$ cat config.mk
export PLATFORM = sky130hd
export DESIGN_NAME = rx_dest_filter
export DESIGN_NICKNAME = d
export VERILOG_FILES = /design/src/rtl/rxaf_pkg.sv /design/src/rtl/rxaf_station_bank.sv /design/src/rtl/rxaf_hash_bins.sv /design/src/rtl/rx_dest_filter.sv
export SDC_FILE = /design/constraint.sdc
export NUM_CORES = 1
export LEC_CHECK = 0
export ABC_AREA = 1
export BUFFER_PORTS_ARGS = -buffer_cell sky130_fd_sc_hd__buf_2
export CAP_MARGIN = 5
export CORE_ASPECT_RATIO = 2
export CORE_MARGIN = 5
export CORE_UTILIZATION = 67
export DETAILED_ROUTE_END_ITERATION = 16
export GPL_TIMING_DRIVEN = 0
export PLACE_DENSITY = 0.88
export SLEW_MARGIN = 10
export SYNTH_ARGS = -nofsm -noshare
export SYNTH_HDL_FRONTEND = slang
export SYNTH_SLANG_ARGS = --single-unit
$ cat constraint.sdc
create_clock -name clk -period 6 [get_ports clk]
set_clock_uncertainty 0.1 [all_clocks]
set_input_delay 0.6 -clock clk [delete_from_list [all_inputs] [get_ports clk]]
set_output_delay 0.6 -clock clk [all_outputs]
set_load 0.005 [all_outputs]
$ cat src/rtl/rxaf_pkg.sv
package rxaf_pkg;
    localparam int MAC_W   = 48;
    localparam int GROUP_W = 8;
    localparam int GRP_BIT = 40;

    typedef enum logic [2:0] {
        RSN_NONE    = 3'd0,
        RSN_PROMISC = 3'd1,
        RSN_EXACT   = 3'd2,
        RSN_BCAST   = 3'd3,
        RSN_HASH    = 3'd4
    } reason_e;

    typedef struct packed {
        logic    promisc;
        logic    valid;
        logic    accept;
        reason_e reason;
    } filt_state_t;
endpackage

$ cat src/rtl/rxaf_station_bank.sv
module rxaf_station_bank #(
    parameter int NUM_ST = 8,
    parameter int AW     = 5,
    parameter int BASE   = 2
) (
    input  logic                      clk,
    input  logic                      rst_n,
    input  logic                      wr_en,
    input  logic [AW-1:0]             wr_addr,
    input  logic [31:0]               wr_data,
    input  logic [rxaf_pkg::MAC_W-1:0] dst_addr,
    output logic [NUM_ST-1:0]         match_o
);
    logic [31:0] lo_q [NUM_ST];
    logic [31:0] lo_d [NUM_ST];
    logic [15:0] hi_q [NUM_ST];
    logic [15:0] hi_d [NUM_ST];

    always_comb begin
        for (int k = 0; k < NUM_ST; k++) begin
            lo_d[k] = lo_q[k];
            hi_d[k] = hi_q[k];
            if (wr_en && wr_addr == AW'(BASE + 2*k))
                lo_d[k] = wr_data;
            if (wr_en && wr_addr == AW'(BASE + 2*k + 1))
                hi_d[k] = wr_data[15:0];
        end
    end

    always_ff @(posedge clk) begin
        for (int k = 0; k < NUM_ST; k++) begin
            if (!rst_n) begin
                lo_q[k] <= '0;
                hi_q[k] <= '0;
            end else begin
                lo_q[k] <= lo_d[k];
                hi_q[k] <= hi_d[k];
            end
        end
    end

    for (genvar g = 0; g < NUM_ST; g++) begin : g_cmp
        logic [rxaf_pkg::MAC_W-1:0] wire_order;
        // stored byte 0 is the first wire byte, which sits at the top of dst_addr
        assign wire_order = {lo_q[g][7:0], lo_q[g][15:8], lo_q[g][23:16],
                             lo_q[g][31:24], hi_q[g][7:0], hi_q[g][15:8]};
        assign match_o[g] = (wire_order == dst_addr);
    end
endmodule

$ cat src/rtl/rxaf_hash_bins.sv
module rxaf_hash_bins #(
    parameter int HASH_W = 6
) (
    input  logic                      clk,
    input  logic                      rst_n,
    input  logic                      ctl_wr,
    input  logic [HASH_W-1:0]         ctl_idx,
    input  logic                      ctl_val,
    input  logic [rxaf_pkg::MAC_W-1:0] dst_addr,
    output logic                      bin_hit_o
);
    localparam int NBINS = 1 << HASH_W;

    logic [NBINS-1:0]  bins_d, bins_q;
    logic [HASH_W-1:0] hash;

    always_comb begin
        for (int i = 0; i < HASH_W; i++)
            hash[HASH_W-1-i] = ^dst_addr[i*rxaf_pkg::GROUP_W +: rxaf_pkg::GROUP_W];
    end

    always_comb begin
        bins_d = bins_q;
        if (ctl_wr)
            bins_d[ctl_idx] = ctl_val;
    end

    always_ff @(posedge clk) begin
        if (!rst_n) bins_q <= '0;
        else        bins_q <= bins_d;
    end

    assign bin_hit_o = bins_q[hash];


    bin_set_chk: assert property (@(posedge clk) disable iff (!rst_n)
        ctl_wr && ctl_val |=> bins_q[$past(ctl_idx)]);

    bin_clr_chk: assert property (@(posedge clk) disable iff (!rst_n)
        ctl_wr && !ctl_val |=> !bins_q[$past(ctl_idx)]);
endmodule

$ cat src/rtl/rx_dest_filter.sv
module rx_dest_filter #(
    parameter int NUM_STATIONS = 8,
    parameter int HASH_W       = 6,
    parameter int ADDR_W       = $clog2(2 + 2*NUM_STATIONS)
) (
    input  logic                       clk,
    input  logic                       rst_n,
    input  logic                       wr_en,
    input  logic [ADDR_W-1:0]          wr_addr,
    input  logic [31:0]                wr_data,
    input  logic                       dst_valid,
    input  logic [rxaf_pkg::MAC_W-1:0] dst_addr,
    output logic                       dec_valid,
    output logic                       dec_accept,
    output logic [2:0]                 dec_reason
);
    import rxaf_pkg::*;

    localparam logic [ADDR_W-1:0] CTRL_WORD = ADDR_W'(0);
    localparam logic [ADDR_W-1:0] HASH_WORD = ADDR_W'(1);
    localparam int                ST_BASE   = 2;
    localparam int                VAL_BIT   = 8;

    filt_state_t           st_d, st_q;
    logic [NUM_STATIONS-1:0] st_match;
    logic                  bin_hit;
    logic                  hash_wr;

    assign hash_wr = wr_en && (wr_addr == HASH_WORD);

    rxaf_station_bank #(
        .NUM_ST (NUM_STATIONS),
        .AW     (ADDR_W),
        .BASE   (ST_BASE)
    ) u_stations (
        .clk      (clk),
        .rst_n    (rst_n),
        .wr_en    (wr_en),
        .wr_addr  (wr_addr),
        .wr_data  (wr_data),
        .dst_addr (dst_addr),
        .match_o  (st_match)
    );

    rxaf_hash_bins #(
        .HASH_W (HASH_W)
    ) u_hash (
        .clk       (clk),
        .rst_n     (rst_n),
        .ctl_wr    (hash_wr),
        .ctl_idx   (wr_data[HASH_W-1:0]),
        .ctl_val   (wr_data[VAL_BIT]),
        .dst_addr  (dst_addr),
        .bin_hit_o (bin_hit)
    );

    always_comb begin
        reason_e why;
        st_d = st_q;
        if (wr_en && wr_addr == CTRL_WORD)
            st_d.promisc = wr_data[0];

        if (st_q.promisc)                      why = RSN_PROMISC;
        else if (|st_match)                    why = RSN_EXACT;
        else if (&dst_addr)                    why = RSN_BCAST;
        else if (dst_addr[GRP_BIT] && bin_hit) why = RSN_HASH;
        else                                   why = RSN_NONE;

        st_d.valid  = dst_valid;
        st_d.accept = dst_valid && (why != RSN_NONE);
        st_d.reason = dst_valid ? why : RSN_NONE;
    end

    always_ff @(posedge clk) begin
        if (!rst_n) st_q <= '{promisc: 1'b0, valid: 1'b0, accept: 1'b0, reason: RSN_NONE};
        else        st_q <= st_d;
    end

    assign dec_valid  = st_q.valid;
    assign dec_accept = st_q.accept;
    assign dec_reason = st_q.reason;


    latency_chk: assert property (@(posedge clk) disable iff (!rst_n)
        dst_valid |=> dec_valid);

    idle_quiet_chk: assert property (@(posedge clk) disable iff (!rst_n)
        !dec_valid |-> (!dec_accept && dec_reason == 3'd0));

    promisc_chk: assert property (@(posedge clk) disable iff (!rst_n)
        dst_valid && st_q.promisc |=> dec_accept && dec_reason == 3'd1);

    bcast_chk: assert property (@(posedge clk) disable iff (!rst_n)
        dst_valid && (&dst_addr) |=> dec_accept);

    group_only_chk: assert property (@(posedge clk) disable iff (!rst_n)
        dec_valid && dec_reason == 3'd4 |-> $past(dst_addr[GRP_BIT]));
endmodule

==> results.cfg <==
[timing]
grt_setup_unrepaired = false
timing.hold.ws_ns = 0.232
drv_slew = 0
finalHoldViolations = 0
max_freq_mhz = 312
fin_ws_ns = 2.79
fin_crit_sh_pct = 53.5
worstMarginPinSlew_ns = 1.41
fin_crit_ns = 3.21
relSlewSlack_pct = 5.48
setup_violations = 0
fin_setup_tns_ns = 0

[final_layout]
finalNetCount = 3436
syn_to_final_growth_pct = 10.1
instances_no_fill = 3790
post-route-util_pct = 74.7
layout_common_cells = nand2_1 (677), dfxtp_1 (454), a21oi_1 (352)
mostFrequentLayoutCell = nand2_1
drive_gt1_share_pct = 7.61

[global_routing]
overflow = 0
grt_first_pass_wirelength_um = 132000
grt_max_degree = 17
antenna_found_initial = 2
grtUsageTotal_pct = 45.3
grt_pass1_vias = 23400

[hold_path]
whs_path_depth = 3
min_path_type = in2reg
min_from = dst_valid
min_to = dec_reason[0]

[routing]
wire_per_inst_um = 23.5
vias = 23600
drt-total-wl_um = 89000
dr_wl_met3_um = 8680
drtIter0Drc = 2674
detail-route-antenna-nets = 0
wl_met1_um = 26500
drc_errors = 0
first_pass_iters = 9
top_layer_used = met4
vias_per_cell = 6.22
dr_wl_met2_um = 41700

[synth]
synth_top_family_by_area = simple AND/OR/NAND/NOR gates
synth_compound_area_share_pct = 15.7
synth_area_leader_cell = dfxtp_1
ys_seq_elements = 454
yosysSeqAreaShare_pct = 39.8
synthesis.area_um2 = 22800
ys_warn_count = 0
syn-instance-count = 3199
yosys.area.top_type_share_pct = 39.8
avgSynthCellArea_um2 = 7.13
synthAdderAreaFrac_pct = 1.32
synth_cell_types = 32
ys_top_cells_by_area = dfxtp_1 (40%), xnor2_1 (12%), nand2_1 (11%)
synthMuxAreaShare_pct = 0
synth_simple_gate_area_share_pct = 23.2
synthXorXnorAreaFrac_pct = 12.0
syn_nets = 3312

[clocking]
postCtsSetupBuffers = 0
ctsResizeCount = 0
htreeDepth = 2
numClockSinks = 454
path_clk_slew_ns = 0.07
clockBufferDepth = 3
insertion_delay_ns = 0.58
postCtsHoldBufs = 0
cts_root_buffer = clkbuf_16
cts_tree = yes
cts_made_buffers = 41

[power_and_ir_drop]
p_leak_nw = 9.35
ir_drop_uv = 272
p_per_area_nw_per_um2 = 271

[worst_setup_path]
crit_arrival_ns = 3.57
r2r-start = u_stations.lo_q[0][58]
reg2reg_depth = 12
cp.required_ns = 6.36
reg2reg_to = dec_accept
end_kind = flop
cp-startpoint = dst_addr[30]
startpoint_type = input pin
crit_fanout = 9
r2r_slack_ns = 3.20
crit_type = in2reg

[placed_design]
placedCellCount = 3716
numPortBuffers = 81
dp_hpwl_um = 64200
pre_cts_ws_ns = 2.37
place_congestion = 1.01

[floorplan]
initial_core_util_pct = 67.8
dieArea_um2 = 38100
die_w_um = 140
die_h_um = 271
row_count = 95
fp.coreArea_um2 = 33600
ioPinCount = 94

[status]
run_status = finished clean

[job]
drv_cap = 0
-- metrics by stage --
step                      power, W  area [µm²]
after global placement     0.00405       23800
after floorplan            0.00370       22800
after global routing       0.00694       25100
after detailed placement   0.00407       23800
final                      0.00681       25100
after CTS                  0.00673       25100
-- worst max-delay path by stage --
stage	to	cells after the start
CTS	dec_accept	11
global placement	dec_accept	11
detailed placement	dec_accept	11
global route	dec_accept	11
floorplan	dec_accept	10
finish	dec_accept	11
-- registers in the layout, summed over array words and instances (netlist names) --
register,cells
dec_accept,1
dec_reason,3
dec_valid,1
st_q,1
u_hash.bins_q,64
u_stations.hi_q,128
u_stations.lo_q,256
-- layout make-up --
class	count	area (µm²)
clock buffer	59	1200
antenna	2	5.00
buffer	237	1020
fill	2766	8520
inverter	214	803
timing repair buffer	81	405
tap	436	546
sequential	454	9090
clock inverter	13	153
multi-input combinational	2294	11900
-- critical path, stage by stage --
cell      delay (ns)
buf_2           0.11
ha_1            0.31
xnor2_1         0.15
xnor2_1         1.09
inv_1           0.47
nand3_1         0.28
nand3_1         0.10
nand3_1         0.11
nand3b_1        0.11
nand3_1         0.14
nand2_1         0.08
-- cell usage after synthesis (all sizes together) --
cell type  count
nor4           5
a311oi        52
nand3b         2
nand2        678
nand3        221
a21oi        352
o21ai        266
xor2           9
o21a           2
nand2b         2
nand4         19
or2            1
dfxtp        454
nor2         344
inv          211
xnor2        303
clkinv         3
nor3          13
o211ai         1
clkbuf       145
buf           92
ha            24
-- where the power goes --
part	switching, W	internal, W	leakage [nW]	total (W)
Clock	0.00124	0.00152	0.660	0.00276
Combinational	0.000711	0.000279	5.03	0.000989
Sequential	0.0000196	0.00304	3.66	0.00306
Total	0.00197	0.00484	9.35	0.00681
-- layer usage --
metal,GRT usage [%],vias to the layer above
li1,-,10600
met1,42.4,10800
met2,75.0,1576
met3,11.3,640
met4,49.6,0
met5,0,-
-- cell families (layout without fill, tap and decap cells) --
group                    after synthesis  in the layout
other                                  0              2
flip-flops                           454            454
AO/OA/AOI/OAI                        673            673
adder cells (fa/ha/maj)               24             24
AND/OR/NAND/NOR                     1285           1285
XOR/XNOR                             312            312
buffers and inverters                451            604
Power figures use the tool's default switching activity.
